[src/rtl/tdc_pkg.sv]
package tdc_pkg;
  // outcome of one evaluate strobe
  typedef struct packed {
    logic move;    // take the new tap
    logic retune;  // raise retune-required
    logic clr;     // request status consumed
  } tdc_act_t;
endpackage

[src/rtl/tdc_ring_nbr.sv]
module tdc_ring_nbr #(
  parameter int TAP_W = 3,
  parameter int CNT_W = 4
) (
  input  logic [TAP_W-1:0] tap,
  input  logic [CNT_W-1:0] cnt,
  output logic [TAP_W-1:0] plus,
  output logic [TAP_W-1:0] minus
);
  logic [CNT_W-1:0] last;
  logic [CNT_W-1:0] tap_ext;

  always_comb begin
    last    = cnt - 1'b1;
    tap_ext = CNT_W'(tap);
    plus    = (tap_ext == last) ? '0 : tap + 1'b1;
    minus   = (tap == '0) ? TAP_W'(last) : tap - 1'b1;
  end
endmodule

[src/rtl/tdc_decide.sv]
module tdc_decide
  import tdc_pkg::*;
#(
  parameter int MAX_TAPS = 8,
  parameter int TAP_W    = 3
) (
  input  logic                ddr_mode,
  input  logic                auto_en,
  input  logic                auto_err,
  input  logic                req_err,
  input  logic                req_up,
  input  logic                req_dn,
  input  logic                cmd_up,
  input  logic                cmd_dn,
  input  logic [MAX_TAPS-1:0] bad_mask,
  input  logic [MAX_TAPS-1:0] cmp_map,
  input  logic [TAP_W-1:0]    plus,
  input  logic [TAP_W-1:0]    minus,
  output tdc_act_t            act,
  output logic [TAP_W-1:0]    new_tap
);
  logic             any_req;
  logic [TAP_W-1:0] cand;
  logic [TAP_W-1:0] opp;

  always_comb begin
    act     = '0;
    new_tap = plus;
    any_req = req_err | req_up | req_dn;
    cand    = cmd_up ? plus : minus;
    opp     = cmd_up ? minus : plus;
    if (auto_en) begin
      act.retune = auto_err;
      act.clr    = auto_err;
    end else if (any_req) begin
      act.clr = 1'b1;
      if (ddr_mode) begin
        if (cmd_up && cmd_dn) begin
          act.retune = 1'b1;
        end else if (cmd_up || cmd_dn) begin
          if (bad_mask[cand]) begin
            act.retune = cmp_map[opp];
          end else begin
            act.move = 1'b1;
            new_tap  = cand;
          end
        end
      end else begin
        if (req_err) begin
          act.retune = 1'b1;
        end else if (req_up) begin
          act.move = 1'b1;
          new_tap  = plus;
        end else begin
          act.move = 1'b1;
          new_tap  = minus;
        end
      end
    end
  end
endmodule

[src/rtl/tdc_dly_map.sv]
module tdc_dly_map #(
  parameter int TAP_W = 3
) (
  input  logic             four_tap,
  input  logic [TAP_W-1:0] tap,
  output logic [TAP_W-1:0] code
);
  generate
    if (TAP_W > 1) begin : g_wide
      always_comb code = four_tap ? {1'b0, tap[TAP_W-1:1]} : tap;
    end else begin : g_narrow
      always_comb code = four_tap ? 1'b0 : tap;
    end
  endgenerate
endmodule

[src/rtl/tap_drift_corr.sv]
module tap_drift_corr
  import tdc_pkg::*;
#(
  parameter int MAX_TAPS = 8,
  localparam int TAP_W   = (MAX_TAPS > 2) ? $clog2(MAX_TAPS) : 1,
  localparam int CNT_W   = TAP_W + 1
) (
  input  logic                clk,
  input  logic                rst_n,
  input  logic [CNT_W-1:0]    tap_count,
  input  logic                four_tap,
  input  logic                ddr_mode,
  input  logic                auto_en,
  input  logic                load_en,
  input  logic [TAP_W-1:0]    load_tap,
  input  logic                eval,
  input  logic                auto_err,
  input  logic                req_err,
  input  logic                req_up,
  input  logic                req_dn,
  input  logic                cmd_up,
  input  logic                cmd_dn,
  input  logic [MAX_TAPS-1:0] bad_mask,
  input  logic [MAX_TAPS-1:0] cmp_map,
  output logic [TAP_W-1:0]    tap_q,
  output logic [TAP_W-1:0]    dly_code,
  output logic                retune,
  output logic                req_clr
);
  logic [TAP_W-1:0] plus, minus, new_tap;
  tdc_act_t         act;
  logic [TAP_W-1:0] tap_d;
  logic             tap_en;
  logic             retune_d, clr_d;

  tdc_ring_nbr #(.TAP_W(TAP_W), .CNT_W(CNT_W)) u_nbr (
    .tap(tap_q), .cnt(tap_count), .plus(plus), .minus(minus)
  );

  tdc_decide #(.MAX_TAPS(MAX_TAPS), .TAP_W(TAP_W)) u_dec (
    .ddr_mode(ddr_mode), .auto_en(auto_en), .auto_err(auto_err),
    .req_err(req_err), .req_up(req_up), .req_dn(req_dn),
    .cmd_up(cmd_up), .cmd_dn(cmd_dn), .bad_mask(bad_mask),
    .cmp_map(cmp_map), .plus(plus), .minus(minus),
    .act(act), .new_tap(new_tap)
  );

  tdc_dly_map #(.TAP_W(TAP_W)) u_map (
    .four_tap(four_tap), .tap(tap_q), .code(dly_code)
  );

  // next state: load beats evaluate
  always_comb begin
    tap_en   = 1'b0;
    tap_d    = tap_q;
    retune_d = 1'b0;
    clr_d    = 1'b0;
    if (load_en) begin
      tap_en = 1'b1;
      tap_d  = load_tap;
    end else if (eval) begin
      tap_en   = act.move;
      tap_d    = new_tap;
      retune_d = act.retune;
      clr_d    = act.clr;
    end
  end

  always_ff @(posedge clk or negedge rst_n) begin
    if (!rst_n) begin
      tap_q   <= '0;
      retune  <= 1'b0;
      req_clr <= 1'b0;
    end else begin
      if (tap_en) tap_q <= tap_d;
      retune  <= retune_d;
      req_clr <= clr_d;
    end
  end
endmodule

[config.mk]
export PLATFORM = sky130hd
export DESIGN_NAME = tap_drift_corr
export DESIGN_NICKNAME = d
export VERILOG_FILES = /design/src/rtl/tdc_pkg.sv /design/src/rtl/tdc_ring_nbr.sv /design/src/rtl/tdc_decide.sv /design/src/rtl/tdc_dly_map.sv /design/src/rtl/tap_drift_corr.sv
export SDC_FILE = /design/constraint.sdc
export NUM_CORES = 1
export LEC_CHECK = 0
export ABC_AREA = 0
export BUFFER_PORTS_ARGS = -buffer_cell sky130_fd_sc_hd__buf_4
export CAP_MARGIN = 20
export CORE_MARGIN = 1.5
export CORE_UTILIZATION = 53
export DETAILED_ROUTE_END_ITERATION = 7
export GPL_TIMING_DRIVEN = 0
export PLACE_DENSITY = 0.94
export SETUP_SLACK_MARGIN = 0.2
export SYNTH_ARGS = -nofsm -noshare
export SYNTH_HDL_FRONTEND = slang
export SYNTH_SLANG_ARGS = --single-unit
[constraint.sdc]
create_clock -name clk -period 4.4 [get_ports clk]
set_input_delay 1.32 -clock clk [delete_from_list [all_inputs] [get_ports clk]]
set_output_delay 1.32 -clock clk [all_outputs]
set_load 0.05 [all_outputs]
==> flow_summary.ini, run 1 <==
[yosys]
synth_edf_count = 0
yosys.cell_count.top_type = a21oi_1
synth_seq_cells = 5
syn_area_um2 = 1140
syn-num-nets = 191
ys_seq_area_share_pct = 11.0
syn_avg_cell_area_um2 = 7.53
synthCells = 151
yosys.area.top_type = dfrtp_1
synth.distinct_cells = 54
synthDominantCellAreaShare_pct = 11.0
async_flop_share_pct = 100
ys_top_cells_by_area = dfrtp_1 11%, a211oi_1 5.3%, a21oi_1 4.8%
synth-main-ff-cell = dfrtp_1
synth_common_cells = 11 x a21oi_1, 10 x nand2_1, 10 x nor2_1
yosys_warnings = 0

[floorplan]
boundaryPins = 44
die_area_um2 = 2430
core-area_um2 = 1980
die_x_um = 49.3
start_util_pct = 57.4
rows = 16
die_h_um = 49.3

[cts]
cts_setup_buffers = 0
clk_pin_slew_ps = 40
clock_latency_ps = 260
clockRootBuffer = clkbuf_4
cts-htree-levels = 1
cts_buffers = 3
cts.sinks = 5
cts_tree = done
cts_buffer_depth = 2
hold_buffers = 0
cts_resized = 0

[worst_setup_path]
rr_worst_depth = 10
endpoint_kind = flop
crit_family = compound AO/OA/AOI/OAI gates
crit_cells = 11
cp_num_buf_inv = 2
endpoint = tap_q[2]
crit_path_max_incr_delay_ps = 480
r2r-end = tap_q[2]
crit_required_ps = 4540
critical-path-slowest-cell = or4_1
rr_startpoint = tap_q[0]
critPathLaunch = tap_count[0]
start_kind = input port
criticalPathCategory = in2reg
r2r_setup_slack_ps = 1130
critPathMaxFanout = 6
cp_cell_sequence = buf_4 > inv_1 > ha_1 > nor4b_1 > a211o_1 > o311ai_1 > a211oi_1 > a22oi_4 > mux2i_1 > or4_1 > o311a_1
cp.arrival_ps = 3980

[global_routing]
antenna_found_initial = 0
grt_max_degree = 11
grt_pass1_vias = 1375
grt-ovfl-total = 0
grt_pass1_wl_um = 5890
grtUsageTotal_pct = 30.3

[timing]
setup_slack_ps = 560
fin_skew_ps = 7.66
fmax_mhz = 260
slew_viol_final = 0
setup_viol = 0
hold_viol = 0
worst_pin_slew_ps = 630
post-route-period-util_pct = 87.3
slew_headroom_pct = 57.5
min_period_ps = 3840
rsz0062_at_grt = false
fin_setup_tns_ps = 0

[placed_design]
port_buffers = 41
place_area_um2 = 1480
place_ws_ps = 321
gp_congestion = 0.940
hpwl_um = 2650

[route]
viasPerCell = 6.35
first_iter_violations = 81
vias = 1417
finalWirelength_um = 3480
avgRoutedWirePerCell_um = 15.6
drc = 0
ant_nets = 0
first_pass_iters = 5

[cells_and_area]
multi_input_area_um2 = 938
layout.area.seq_um2 = 125
design_area_um2 = 1510
syn2layout_area_growth_pct = 32.3
antenna_cells = 0
finalNetCount = 237
drive_above_1_share_pct = 27.0
fillers = 142

[hold_path]
hold_path.class = reg2reg

[outcome]
status = complete, no violations

[job]
drv_cap = 0

[power]
p_per_area_nw_per_um2 = 269
leakage_nw = 0.689
vdd_drop_max_mv = 0.220
-- how the worst min path moves through the flow --
stage	slack [ps]	start	cells after the start	end
final	690	tap_q[1]	1	tap_q[1]
after global routing	730	tap_q[1]	1	tap_q[1]
after CTS	690	tap_q[1]	1	tap_q[1]
after detailed placement	670	tap_q[1]	1	tap_q[1]
after global placement	660	tap_q[1]	1	tap_q[1]
after floorplan	950	tap_q[1]	1	tap_q[1]
-- final cells by class --
type	count	area share [%]
clock buffers	4	1.75
plain buffers	8	2.66
flip-flops and latches	5	8.31
well taps	27	2.24
multi-input cells	129	62.3
inverters	9	2.24
repair buffers	41	20.4
-- placed cells by master, fill, tap and decap left out, types with 6 or more instances in the layout --
| cell type | count |
|---|---|
| a211oi_1 | 8 |
| nand2_1 | 10 |
| nand2b_1 | 6 |
| buf_4 | 41 |
| a21oi_1 | 11 |
| inv_1 | 9 |
| nand3_1 | 6 |
| nor2_1 | 10 |
| o21ai_0 | 8 |
-- stage by stage --
| step | util (%) | cells | hold slack, ps | total power [mW] |
|---|---|---|---|---|
| final | 75.9 | 223 | 692 | 0.404 |
| after global routing | 75.9 | 223 | 735 | 0.430 |
| after detailed placement | 74.6 | 219 | 673 | 0.337 |
| after floorplan | - | 151 | 949 | 0.261 |
| after global placement | 74.6 | 219 | 665 | 0.328 |
| after CTS | 75.9 | 223 | 693 | 0.400 |
-- state kept, by name (all words and copies together), names as in the netlist --
| register | flops |
|---|---|
| req_clr | 1 |
| retune | 1 |
| tap_q | 3 |
-- where the power goes --
part | internal, mW | switching, mW
clock network | 0.0347 | 0.0249
registers | 0.0507 | 0.00707
logic | 0.123 | 0.164
-- layer usage --
metal	global-route usage, %	up-vias	wire [um]
li1	-	676	-
met2	53.6	109	1750
met4	10.5	0	55
met1	35.4	624	1330
met3	6.75	8	351
met5	0	-	0
-- kinds of logic (layout without fill, tap and decap cells) --
logic type      count (synthesis)  after routing  share of synthesized area, %
compound gates                 54             54                          34.8
flops                           5              5                          11.0
mux                             9              9                          11.0
xor+xnor                        5              5                          3.85
fa+ha+maj                       4              4                          4.40
simple gates                   57             57                          28.5
buf+inv                        17             62                          6.49
Note: power is estimated with default switching activity, not from simulation.
==> run 2: changes to the inputs <==
- CTS_BUF_LIST: not set -> sky130_fd_sc_hd__clkbuf_4 sky130_fd_sc_hd__clkbuf_8 sky130_fd_sc_hd__clkbuf_16
==> run 2 against run 1 <==
Net effect: non-clock buffer count stayed put; largest cell class unchanged; worst hold slack better by 8.7 ps; power is 2.0% higher; register-to-register slack hardly changed; fmax is 0.19% higher; sequential cell count stayed put; cell area is 0.25% higher; routed wire length is 0.55% higher.
==> flow_summary.ini, run 2 (synthesized netlist as in run 1, its figures left out) <==
[cells_and_area]
drive_above_1_share_pct = 27.6
syn2layout_area_growth_pct = 32.7
final_common_cell = buf_4
fillers = 140
antenna_cells = 0
finalNetCount = 237
multi_input_area_um2 = 938
reg_top3 = tap_q x3, req_clr x1, retune x1
final_cell_mix = 41 x buf_4, 11 x a21oi_1, 10 x nand2_1, 10 x nor2_1, 9 x inv_1
largest_register_ffs = 3
regMostFlops = tap_q
layout.area.seq_um2 = 125

[timing]
setup_slack_ps = 567
min_period_ps = 3830
fin_setup_tns_ps = 0
setup_viol = 0
post-route-period-util_pct = 87.1
hold_viol = 0
fin_skew_ps = 8.43
fmax_mhz = 261
worst_pin_slew_ps = 659
rsz0062_at_grt = false
slew_viol_final = 0
slew_headroom_pct = 55.6

[global_routing]
antenna_found_initial = 0
grt_pass1_vias = 1392
grtUsageTotal_pct = 30.3
grt_pass1_wl_um = 5890
grt_max_degree = 11
grt-ovfl-total = 0

[worst_setup_path]
critPathLaunch = tap_count[0]
rr_startpoint = tap_q[0]
r2r_setup_slack_ps = 1120
start_kind = input port
endpoint_kind = flop
crit_required_ps = 4550
cp.arrival_ps = 3980
r2r-end = tap_q[2]
rr_worst_depth = 10
endpoint = tap_q[2]
criticalPathCategory = in2reg
critPathMaxFanout = 6

[route]
viasPerCell = 6.49
vias = 1448
first_iter_violations = 98
drc = 0
first_pass_iters = 5
avgRoutedWirePerCell_um = 15.7
finalWirelength_um = 3500
ant_nets = 0

[hold_path]
hold_path.class = reg2reg

[floorplan]
die_x_um = 49.3
die_h_um = 49.3
boundaryPins = 44
rows = 16
start_util_pct = 57.4
core-area_um2 = 1980
die_area_um2 = 2430

[cts]
cts.sinks = 5
clock_latency_ps = 270
cts_buffer_depth = 2
hold_buffers = 0
cts_setup_buffers = 0
cts_tree = done
clk_pin_slew_ps = 40
clockRootBuffer = clkbuf_4
cts_resized = 0
cts_buffers = 3
cts-htree-levels = 1

[power]
leakage_nw = 0.692
vdd_drop_max_mv = 0.212
p_per_area_nw_per_um2 = 273
finalPower_mw = 0.412

[placed_design]
gp_congestion = 0.940
port_buffers = 41
place_ws_ps = 321
hpwl_um = 2650

[outcome]
status = complete, no violations

[job]
drv_cap = 0
run 2: cell counts in the layout (fill, tap and decap cells not counted):
No cell type changed its count.
run 2: power breakdown:
| part | internal, mW | switching (mW) | total (mW) |
|---|---|---|---|
| clock | 0.0409 | 0.0262 | 0.0671 |
| sequential | 0.0507 | 0.00717 | 0.0578 |
| combinational | 0.123 | 0.165 | 0.287 |
run 2: layout make-up:
class | instances | share of cell area (%)
Multi-Input combinational cell | 129 | 62.2
Timing Repair Buffer | 41 | 20.4
Sequential cell | 5 | 8.29
Buffer | 8 | 2.65
Inverter | 9 | 2.24
Tap cell | 27 | 2.24
Clock buffer | 4 | 1.99
run 2: per-stage QoR:
stage | utilization (%) | area, um^2 | hold slack (ps) | instances
2_1_floorplan | - | 1140 | 949 | 151
3_3_place_gp | 74.6 | 1480 | 665 | 219
3_5_place_dp | 74.6 | 1480 | 673 | 219
4_1_cts | 76.1 | 1510 | 693 | 223
5_1_grt | 76.1 | 1510 | 735 | 223
6_report | 76.1 | 1510 | 700 | 223
run 2: how the worst min path moves through the flow:
stage,cells after the start,from,to,slack [ps]
floorplan,1,tap_q[1],tap_q[1],950
global placement,1,tap_q[1],tap_q[1],660
detailed placement,1,tap_q[1],tap_q[1],670
CTS,1,tap_q[1],tap_q[1],690
global route,1,tap_q[1],tap_q[1],730
finish,1,tap_q[1],tap_q[1],700
run 2: worst max-delay path: stages:
cell      delay (ps)
buf_4            110
inv_1             50
ha_1             330
nor4b_1          380
a211o_1          270
o311ai_1         130
a211oi_1         450
a22oi_4          150
mux2i_1          160
or4_1            480
o311a_1          140
run 2: routing by layer:
layer  up-vias  GRT usage (%)  share of wire, %
li1        679              -                 -
met1       638           35.6                38
met2       116           53.2                50
met3        15           6.44               9.7
met4         0           11.4               2.3
met5         -              0                 0
==> run 3: changes to the inputs <==
- CORE_UTILIZATION: 53 -> 51
- SYNTH_HIERARCHICAL: not set -> 1
==> run 3 against run 2 <==
Net effect: global-route usage is 2.4 points lower; setup slack worse by 210 ps; largest power group unchanged; critical path depth rose by 4; area after synthesis decreased by 14%; sequential power barely moved; highest routed layer unchanged; critical endpoint is now tap_q[1]; sequential share of layout area grew 0.82 points; die area fell by 10%; non-clock buffer count shrank 4.
==> flow_summary.ini, run 3 <==
[yosys]
syn_area_um2 = 977
ys_seq_area_share_pct = 12.8
synth.distinct_cells = 42
synthCells = 124
synth_edf_count = 0
synth-main-ff-cell = dfrtp_1
yosys.cell_count.top_type = nor2_1
yosys.area.top_type = dfrtp_1
ys_top_cells_by_area = dfrtp_1 13%, mux2i_1 6.1%, ha_1 5.1%
yosys_warnings = 6
syn_avg_cell_area_um2 = 7.88
synthDominantCellAreaShare_pct = 12.8
synth_seq_cells = 5
synth_common_cells = 12 x nor2_1, 10 x nand2_1, 7 x a21oi_1, 7 x nand2b_1
async_flop_share_pct = 100
syn-num-nets = 164

[cts]
cts_resized = 0
hold_buffers = 0
cts_setup_buffers = 0
cts_buffer_depth = 2
cts_tree = done
clockRootBuffer = clkbuf_4
cts_buffers = 3
cts-htree-levels = 1
clock_latency_ps = 260
cts.sinks = 5
clk_pin_slew_ps = 50

[placed_design]
gp_congestion = 0.880
port_buffers = 43
hpwl_um = 2210
place_ws_ps = 40.5

[power]
leakage_nw = 0.646
vdd_drop_max_mv = 0.189
finalPower_mw = 0.357
p_per_area_nw_per_um2 = 260

[cells_and_area]
final_cell_mix = 43 x buf_4, 10 x nor2_1, 10 x nand2_1, 7 x nand2b_1, 7 x a21oi_1
regMostFlops = tap_q
drive_above_1_share_pct = 39.2
multi_input_area_um2 = 827
fillers = 137
syn2layout_area_growth_pct = 40.6
final_common_cell = buf_4
finalNetCount = 212
antenna_cells = 0
layout.area.seq_um2 = 125
reg_top3 = tap_q x3, req_clr x1, retune x1
largest_register_ffs = 3

[route]
drc = 0
ant_nets = 0
first_pass_iters = 4
first_iter_violations = 27
finalWirelength_um = 2740
viasPerCell = 5.84
avgRoutedWirePerCell_um = 14.0
vias = 1145

[global_routing]
grt-ovfl-total = 0
grt_pass1_wl_um = 4380
grtUsageTotal_pct = 27.9
grt_max_degree = 11
grt_pass1_vias = 1099
antenna_found_initial = 0

[floorplan]
die_h_um = 46.8
rows = 15
die_x_um = 46.8
core-area_um2 = 1760
die_area_um2 = 2190
boundaryPins = 44
start_util_pct = 55.4

[worst_setup_path]
rr_startpoint = tap_q[0]
start_kind = input port
r2r_setup_slack_ps = 1000
cp.arrival_ps = 4190
r2r-end = tap_q[1]
endpoint_kind = flop
rr_worst_depth = 13
critPathMaxFanout = 7
criticalPathCategory = in2reg
crit_required_ps = 4540

[job]
drv_cap = 0

[timing]
rsz0062_at_grt = false
fin_skew_ps = 6.53
worst_pin_slew_ps = 530
slew_headroom_pct = 64.7
min_period_ps = 4050
slew_viol_final = 0
fmax_mhz = 247
fin_setup_tns_ps = 0
post-route-period-util_pct = 92.0
setup_viol = 0
setup_slack_ps = 353
hold_viol = 0

[outcome]
status = complete, no violations

[hold_path]
hold_path.class = in2async
==> run 3: changes by cell type after synthesis, sizes merged, moves of 3 or more <==
| cell | previous run | this run |
|---|---|---|
| nand3 | 6 | 3 |
| clkbuf | 4 | 1 |
| and3 | 1 | 5 |
| a211oi | 8 | 0 |
| a21oi | 12 | 7 |
| and2 | 4 | 1 |
| a21boi | 0 | 3 |
| a211o | 3 | 0 |
| inv | 9 | 6 |
| buf | 4 | 1 |
| o31a | 0 | 3 |
==> run 3: routing by layer <==
layer | up-vias | GRT usage (%) | part of all wire [%]
met2 | 50 | 52.3 | 54
met1 | 535 | 31.0 | 40
met5 | - | 0 | 0
li1 | 556 | - | -
met3 | 4 | 6.15 | 5.3
met4 | 0 | 8.33 | 1.3
==> run 3: kinds of logic (layout without fill, tap and decap cells) <==
family | Yosys count | after routing | synth area share [%]
xor gates and xnor gates | 6 | 6 | 6.92
muxes | 12 | 12 | 15.4
DFF | 5 | 5 | 12.8
and+or+nand+nor | 54 | 54 | 30.3
adders and majority gates | 4 | 4 | 5.12
buffers and inverters | 8 | 55 | 3.84
AOI/OAI and AO/OA | 35 | 35 | 25.6
==> run 3: where the power goes <==
| part | leakage, nW | total (mW) | internal (mW) | switching [mW] |
|---|---|---|---|---|
| combinational | 0.567 | 0.235 | 0.105 | 0.130 |
| clock | 0.0184 | 0.0637 | 0.0407 | 0.0230 |
| sequential | 0.0607 | 0.0580 | 0.0502 | 0.00785 |
==> run 3: worst max path at each step <==
stage                       startpoint  endpoint  depth (start not counted)
after detailed placement  tap_count[0]  tap_q[1]                         15
after global routing      tap_count[0]  tap_q[1]                         15
after CTS                 tap_count[0]  tap_q[1]                         15
after global placement    tap_count[0]  tap_q[1]                         15
after floorplan           tap_count[0]  tap_q[1]                         14
final                     tap_count[0]  tap_q[1]                         15
==> run 3: final cells by class <==
| type | instances | share of cell area [%] |
|---|---|---|
| tap | 25 | 2.28 |
| multi-input combinational | 111 | 60.2 |
| timing repair buffer | 43 | 23.5 |
| inverter | 6 | 1.64 |
| clock buffer | 4 | 2.19 |
| sequential | 5 | 9.11 |
| buffer | 2 | 1.09 |
==> run 3: stage by stage <==
stage,utilization [%],hold slack [ps],cell area (um^2),instances
floorplan,-,1020,977,124
global placement,75.5,826,1330,192
detailed placement,75.5,847,1330,192
CTS,77.2,840,1360,196
global route,77.9,842,1370,196
finish,77.9,848,1370,196
==> run 3: critical path, stage by stage <==
cell      delay, ps
buf_4           110
inv_1            40
ha_1            330
xor2_2          160
nand2_1         100
nor3_2          260
nor2b_2         130
or2b_1          270
o32a_1          190
o21ai_1         230
a22oi_2         140
a222oi_1        370
o21ai_1         110
and3_1          150
o31a_1          280
